==> src/rtl/vsc_pkg.sv <==
package vsc_pkg;
  typedef enum logic [1:0] {
    FLG_OFF    = 2'b00,
    FLG_SPLIT  = 2'b01,
    FLG_NIBBLE = 2'b10,
    FLG_BAD    = 2'b11
  } flag_mode_e;

  localparam int MAX_LOG = 4;
  localparam int DIV_W   = 3;
endpackage

==> src/rtl/vsc_divider.sv <==
module vsc_divider
  import vsc_pkg::*;
#(
  parameter int MAX_LOG_P = MAX_LOG,
  parameter int DIV_W_P   = DIV_W
) (
  input  logic               clk_i,
  input  logic               rst_ni,
  input  logic [DIV_W_P-1:0] div_sel_i,
  output logic               rise_evt_o,
  output logic               fall_evt_o,
  output logic               vclk_o
);
  localparam int CNT_W = (MAX_LOG_P > 0) ? MAX_LOG_P : 1;

  logic [DIV_W_P-1:0] sel_eff;
  logic [CNT_W:0]     span;
  logic [CNT_W-1:0]   last, cnt_q;
  logic               term, ph_q;

  always_comb begin
    sel_eff = (div_sel_i > DIV_W_P'(MAX_LOG_P)) ? DIV_W_P'(MAX_LOG_P) : div_sel_i;
    span    = (CNT_W+1)'(1) << sel_eff;
    last    = CNT_W'(span - 1'b1);
    // >= so a shrinking ratio ends the phase at once instead of wrapping
    term    = (cnt_q >= last);
  end

  always_ff @(posedge clk_i or negedge rst_ni) begin
    if (!rst_ni) begin
      cnt_q <= '0;
      ph_q  <= 1'b0;
    end else if (term) begin
      cnt_q <= '0;
      ph_q  <= ~ph_q;
    end else begin
      cnt_q <= cnt_q + 1'b1;
    end
  end

  assign rise_evt_o = term & ~ph_q;
  assign fall_evt_o = term & ph_q;
  assign vclk_o     = ph_q;

  AST_PHASE_HOLD: assert property (@(posedge clk_i) disable iff (!rst_ni)
    !term |=> $stable(ph_q));
endmodule

==> src/rtl/vsc_flag_sync.sv <==
module vsc_flag_sync (
  input  logic clk_i,
  input  logic rst_ni,
  input  logic flag_i,
  output logic level_o,
  output logic rise_o
);
  logic s1_q, s2_q, prev_q;

  always_ff @(posedge clk_i or negedge rst_ni) begin
    if (!rst_ni) begin
      s1_q   <= 1'b0;
      s2_q   <= 1'b0;
      prev_q <= 1'b0;
    end else begin
      s1_q   <= flag_i;
      s2_q   <= s1_q;
      prev_q <= s2_q;
    end
  end

  assign level_o = s2_q;
  assign rise_o  = s2_q & ~prev_q;

  AST_RISE_SINGLE: assert property (@(posedge clk_i) disable iff (!rst_ni)
    rise_o |=> !rise_o);
endmodule

==> src/rtl/vsc_sclk_gate.sv <==
module vsc_sclk_gate (
  input  logic clk_i,
  input  logic rst_ni,
  input  logic rise_evt_i,
  input  logic fall_evt_i,
  input  logic blank_i,
  input  logic split_en_i,
  input  logic flag_rise_i,
  output logic sclk_rise_o,
  output logic sclk_o
);
  logic sclk_q, pend_q, allow;

  always_comb begin
    allow       = !blank_i || pend_q;
    sclk_rise_o = rise_evt_i && allow;
  end

  always_ff @(posedge clk_i or negedge rst_ni) begin
    if (!rst_ni) begin
      sclk_q <= 1'b0;
      pend_q <= 1'b0;
    end else begin
      // gate decided only at the rise, so every pulse is full width
      if (fall_evt_i)      sclk_q <= 1'b0;
      else if (rise_evt_i) sclk_q <= allow;

      if (!split_en_i || !blank_i) pend_q <= 1'b0;
      else if (flag_rise_i)        pend_q <= 1'b1;
      else if (rise_evt_i)         pend_q <= 1'b0;
    end
  end

  assign sclk_o = sclk_q;

  AST_BLANK_QUIET: assert property (@(posedge clk_i) disable iff (!rst_ni)
    (blank_i && !pend_q && !sclk_q) |=> !sclk_q);
  AST_SPLIT_ONLY: assert property (@(posedge clk_i) disable iff (!rst_ni)
    !split_en_i |=> !pend_q);
endmodule

==> src/rtl/vsc_nibble_pick.sv <==
module vsc_nibble_pick #(
  parameter int PIX_W = 32
) (
  input  logic               clk_i,
  input  logic               rst_ni,
  input  logic               nib_en_i,
  input  logic               vclk_fall_i,
  input  logic               sclk_rise_i,
  input  logic               flag_lvl_i,
  input  logic [PIX_W-1:0]   pix_i,
  output logic [PIX_W/2-1:0] nib_o
);
  localparam int LANES = PIX_W / 8;

  logic                 hi_q;
  logic [PIX_W/2-1:0]   nib_q, nib_nxt;

  for (genvar l = 0; l < LANES; l++) begin : g_lane
    assign nib_nxt[4*l +: 4] = hi_q ? pix_i[8*l+4 +: 4] : pix_i[8*l +: 4];
  end

  always_ff @(posedge clk_i or negedge rst_ni) begin
    if (!rst_ni) begin
      hi_q  <= 1'b0;
      nib_q <= '0;
    end else if (nib_en_i) begin
      if (vclk_fall_i) hi_q  <= flag_lvl_i;
      if (sclk_rise_i) nib_q <= nib_nxt;
    end
  end

  assign nib_o = nib_q;

  AST_NIB_HOLD: assert property (@(posedge clk_i) disable iff (!rst_ni)
    !(nib_en_i && sclk_rise_i) |=> $stable(nib_q));
endmodule

==> src/rtl/vram_sclk_ctrl.sv <==
module vram_sclk_ctrl
  import vsc_pkg::*;
#(
  parameter int PIX_W     = 32,
  parameter int MAX_LOG_P = MAX_LOG,
  parameter int DIV_W_P   = DIV_W
) (
  input  logic               clk_i,
  input  logic               rst_ni,
  input  logic               blank_i,
  input  logic [1:0]         mode_i,
  input  logic [DIV_W_P-1:0] div_sel_i,
  input  logic               flag_i,
  input  logic [PIX_W-1:0]   pix_i,
  output logic               sclk_o,
  output logic               vclk_o,
  output logic [PIX_W/2-1:0] nib_o
);
  flag_mode_e mode;
  logic rise_evt, fall_evt, flag_lvl, flag_rise, sclk_rise;
  logic split_en, nib_en;

  assign mode     = flag_mode_e'(mode_i);
  assign split_en = (mode == FLG_SPLIT);
  assign nib_en   = (mode == FLG_NIBBLE);

  vsc_divider #(.MAX_LOG_P(MAX_LOG_P), .DIV_W_P(DIV_W_P)) u_div (
    .clk_i, .rst_ni, .div_sel_i,
    .rise_evt_o(rise_evt), .fall_evt_o(fall_evt), .vclk_o
  );

  vsc_flag_sync u_sync (
    .clk_i, .rst_ni, .flag_i, .level_o(flag_lvl), .rise_o(flag_rise)
  );

  vsc_sclk_gate u_gate (
    .clk_i, .rst_ni,
    .rise_evt_i(rise_evt), .fall_evt_i(fall_evt), .blank_i,
    .split_en_i(split_en), .flag_rise_i(flag_rise),
    .sclk_rise_o(sclk_rise), .sclk_o
  );

  vsc_nibble_pick #(.PIX_W(PIX_W)) u_nib (
    .clk_i, .rst_ni, .nib_en_i(nib_en), .vclk_fall_i(fall_evt),
    .sclk_rise_i(sclk_rise), .flag_lvl_i(flag_lvl), .pix_i, .nib_o
  );

  AST_SCLK_INSIDE_VCLK: assert property (@(posedge clk_i) disable iff (!rst_ni)
    sclk_o |-> vclk_o);
endmodule

==> config.mk <==
export PLATFORM = sky130hd
export DESIGN_NAME = vram_sclk_ctrl
export DESIGN_NICKNAME = d
export VERILOG_FILES = /design/src/rtl/vsc_pkg.sv /design/src/rtl/vsc_divider.sv /design/src/rtl/vsc_flag_sync.sv /design/src/rtl/vsc_sclk_gate.sv /design/src/rtl/vsc_nibble_pick.sv /design/src/rtl/vram_sclk_ctrl.sv
export SDC_FILE = /design/constraint.sdc
export NUM_CORES = 1
export LEC_CHECK = 0
export CAP_MARGIN = 10
export CORE_MARGIN = 10
export CORE_UTILIZATION = 45
export CTS_BUF_LIST = sky130_fd_sc_hd__clkbuf_8 sky130_fd_sc_hd__clkbuf_16
export DETAILED_ROUTE_END_ITERATION = 12
export GPL_TIMING_DRIVEN = 0
export PLACE_DENSITY = 0.85
export SYNTH_ARGS = -nofsm -noshare
export SYNTH_HDL_FRONTEND = slang
export SYNTH_SLANG_ARGS = --single-unit
==> constraint.sdc <==
create_clock -name clk_i -period 4.1 [get_ports clk_i]
set_clock_uncertainty 0.15 [all_clocks]
set_input_delay 0.82 -clock clk_i [delete_from_list [all_inputs] [get_ports clk_i]]
set_output_delay 0.82 -clock clk_i [all_outputs]
set_load 0.03 [all_outputs]
==> results_dict.tcl <==
set metrics [dict create \
    status "finished clean" \
    postSynthRegisterBits 27 \
    routed-via-count 988 \
    detail_route.first_pass.iterations 4 \
    power.internal_uw 818 \
    crit_fanout 10 \
    layout-drive-gt1-share 0.267 \
    power.static_leakage_uw 0.000920 \
    vias_in_the_first_global_route 1128 \
    sw_frac_of_total 0.389 \
    worst_setup_path_startpoint "div_sel_i[2]" \
    ys.warnings.count 0 \
    period_share 0.773 \
    post-cts-setup-buffers 0 \
    synth.net_count 144 \
    hold_path.startpoint "u_sync.s1_q$_DFF_PN0_" \
    number_of_hold_violations_in_the_final_report 0 \
    synth.lib_cells_used.distinct 21 \
    cts_made_buffers 3 \
    totalWireLength_um 3600 \
    critical_path_class "in2reg" \
    path_type_of_the_worst_min_delay_path "reg2reg" \
    largest_net_degree_at_the_start_of_global_routing 28 \
    detail_route.vias_per_cell 5.15 \
    root_buffer "sky130_fd_sc_hd__clkbuf_8" \
    first_pass_grt_wire_length_um 5760 \
    ys_seq_area_frac 0.499 \
    comb_power_share 0.554 \
    achievable-frequency_mhz 316 \
    grt_usage 0.134 \
    setup.worst_path.start_class "primary input" \
    tritoncts "built" \
    synthTopCellsByArea "sky130_fd_sc_hd__dfrtp_1 (50%), sky130_fd_sc_hd__mux2_2 (20%), sky130_fd_sc_hd__mux2_4 (11%)" \
    die_width_um 74.9 \
    wl_per_cell_um 18.8 \
    finalNetCount 208 \
    rd_place_congestion 0.714 \
    placementRows 19 \
    worst_pin_slew_ns 0.523 \
    setup_tns_ns 0 \
    grt_antenna_before_repair 0 \
    cp_data_required_time_ns 4.11 \
    postSynthAreaPerCell_um2 13.8 \
    final-max-slew-violation-count 0 \
    clkSinkCount 27 \
    power_total_uw 1340 \
    boundaryPins 59 \
    dieArea_um2 5610 \
    htree_levels 1 \
    power.density_cell_area_nw_per_um2 653 \
    time_the_worst_path_needs_with_i_o_delays_and_setup_ns 3.17 \
    cts.path.max_buffers 2 \
    num-fill-cells 198 \
    antenna_cells 0 \
    setup_viol_count_final 0 \
    share_clk_of_total_power 0.113 \
    chipHeight_um 74.9 \
    seq_power_share 0.332 \
    cts_repair_resize_count 0 \
    area_growth_pct 51.2 \
    port_buffers 58 \
    grt_setup_unrepaired "false" \
    cts_hold_repair.buffers 0 \
    synth.largest_area_cell "sky130_fd_sc_hd__dfrtp_1" \
    regToRegStartpoint "u_div.cnt_q[0]$_DFF_PN0_" \
    antenna_left 0 \
    timing.critical_path.to_type "register" \
    timing.slew.headroom 0.651 \
    insertion_delay_ns 0.27 \
    drtIter0Drc 27 \
    core_area_um2 2830 \
    post-dp-hpwl_um 2800 \
    synth_cells 98 \
    worst-endpoint-arrival_ns 3.18 \
    globalRouteOverflowTotal 0 \
    switchingPower_uw 520 \
    yosys.area.top_type_share 0.499 \
    post_synth_instance_area_um2 1360 \
    post-route-drc-count 0 \
    max-cap-violations 0 \
    cts.reportedPaths.clkPinSlew_ns 0.10 \
    multi_input_comb_area_um2 641 \
    final-seq-area_um2 676 \
    vdd_drop_max_mv 0.390 \
    flop2flop_setup_slack_ns 1.88 \
    initial_core_util 0.479 \
]
cell type report:
type | instances | area share
clock buffers | 3 | 0.0202
flip-flops and latches | 27 | 0.330
plain buffers | 3 | 0.00977
well taps | 31 | 0.0189
clock inverters | 1 | 0.00244
repair buffers | 59 | 0.297
inverters | 5 | 0.00916
multi-input cells | 63 | 0.313
kinds of logic after synthesis:
family          Yosys count  share of synthesized area
mux                      34                      0.310
buf+inv                   8                     0.0286
compound gates            7                     0.0379
fa+ha+maj                 5                     0.0462
simple gates             14                     0.0591
flops                    27                      0.499
xor+xnor                  3                     0.0194
per-layer routing:
layer | up-vias | GRT usage | part of all wire
met2 | 32 | 0.230 | 0.55
met4 | 0 | 0.0441 | 0.0039
li1 | 463 | - | -
met1 | 491 | 0.146 | 0.36
met3 | 2 | 0.0552 | 0.081
met5 | - | 0 | 0
state kept, by name, indices dropped and copies added, names as in the netlist:
name            cells
u_nib.nib_o        16
u_div.cnt_q         4
u_div.vclk_o        1
u_gate.pend_q       1
u_gate.sclk_o       1
u_nib.hi_q          1
u_sync.level_o      1
u_sync.prev_q       1
u_sync.s1_q         1
worst max-delay path, cell delays in order:
cell and delay (ns):
sky130_fd_sc_hd__clkdlybuf4s50_1 0.46, sky130_fd_sc_hd__or3_1 0.40, sky130_fd_sc_hd__ha_1 0.28, sky130_fd_sc_hd__nor3b_1 0.37, sky130_fd_sc_hd__o21ai_4 0.18, sky130_fd_sc_hd__nand3_4 0.15, sky130_fd_sc_hd__buf_6 0.20, sky130_fd_sc_hd__mux2_4 0.31
cell usage after synthesis, drive strengths merged:
library cell	number
nor3b	1
o21a	1
or3	1
xor2	1
nand3	3
nand2	1
nor2b	2
dfrtp	27
o211ai	1
inv	5
a21oi	4
o21ai	1
xnor2	2
mux2	34
buf	2
clkbuf	1
nor2	6
ha	5
worst paths after layout:
check / endpoint / depth (start not counted)
setup / recovery: u_nib.nib_o[12]$_DFFE_PN0P_ / 8
hold / removal: u_sync.level_o$_DFF_PN0_ / 0
setup reg to reg: u_nib.nib_o[12]$_DFFE_PN0P_ / 7
hold reg to reg: u_sync.level_o$_DFF_PN0_ / 0
max in group asynchronous: u_div.cnt_q[3]$_DFF_PN0_ / 2
min in group asynchronous: u_nib.nib_o[5]$_DFFE_PN0P_ / 1
cell usage in the layout (no fill, tap or decap), types with 2 or more instances in the layout:
cell,instances
sky130_fd_sc_hd__clkdlybuf4s50_1,58
sky130_fd_sc_hd__dfrtp_1,27
sky130_fd_sc_hd__mux2_2,24
sky130_fd_sc_hd__mux2_4,10
sky130_fd_sc_hd__nor2_1,6
sky130_fd_sc_hd__inv_1,5
sky130_fd_sc_hd__ha_1,5
sky130_fd_sc_hd__a21oi_1,4
sky130_fd_sc_hd__clkbuf_8,3
sky130_fd_sc_hd__xnor2_1,2
sky130_fd_sc_hd__nand3_1,2
sky130_fd_sc_hd__nor2b_1,2
power by group through the flow:
stage | sequential [µW] | combinational (µW) | clock [µW]
CTS | 444 | 748 | 156
detailed placement | 446 | 744 | 0
global route | 457 | 793 | 163
floorplan | 596 | 305 | 0
finish | 444 | 742 | 152
global placement | 436 | 716 | 0
metrics by stage:
stage | instance area [µm²] | std cells | hold WS, ns | util | setup slack (ns)
after floorplan | 1360 | 98 | 0.181 | - | 1.30
after global routing | 2050 | 192 | 0.227 | 0.724 | 0.835
after global placement | 1970 | 187 | 0.186 | 0.698 | 0.738
after CTS | 2020 | 191 | 0.215 | 0.714 | 0.918
final | 2050 | 192 | 0.212 | 0.724 | 0.932
after detailed placement | 1970 | 187 | 0.193 | 0.698 | 0.628
(Power assumes the default switching activity.)
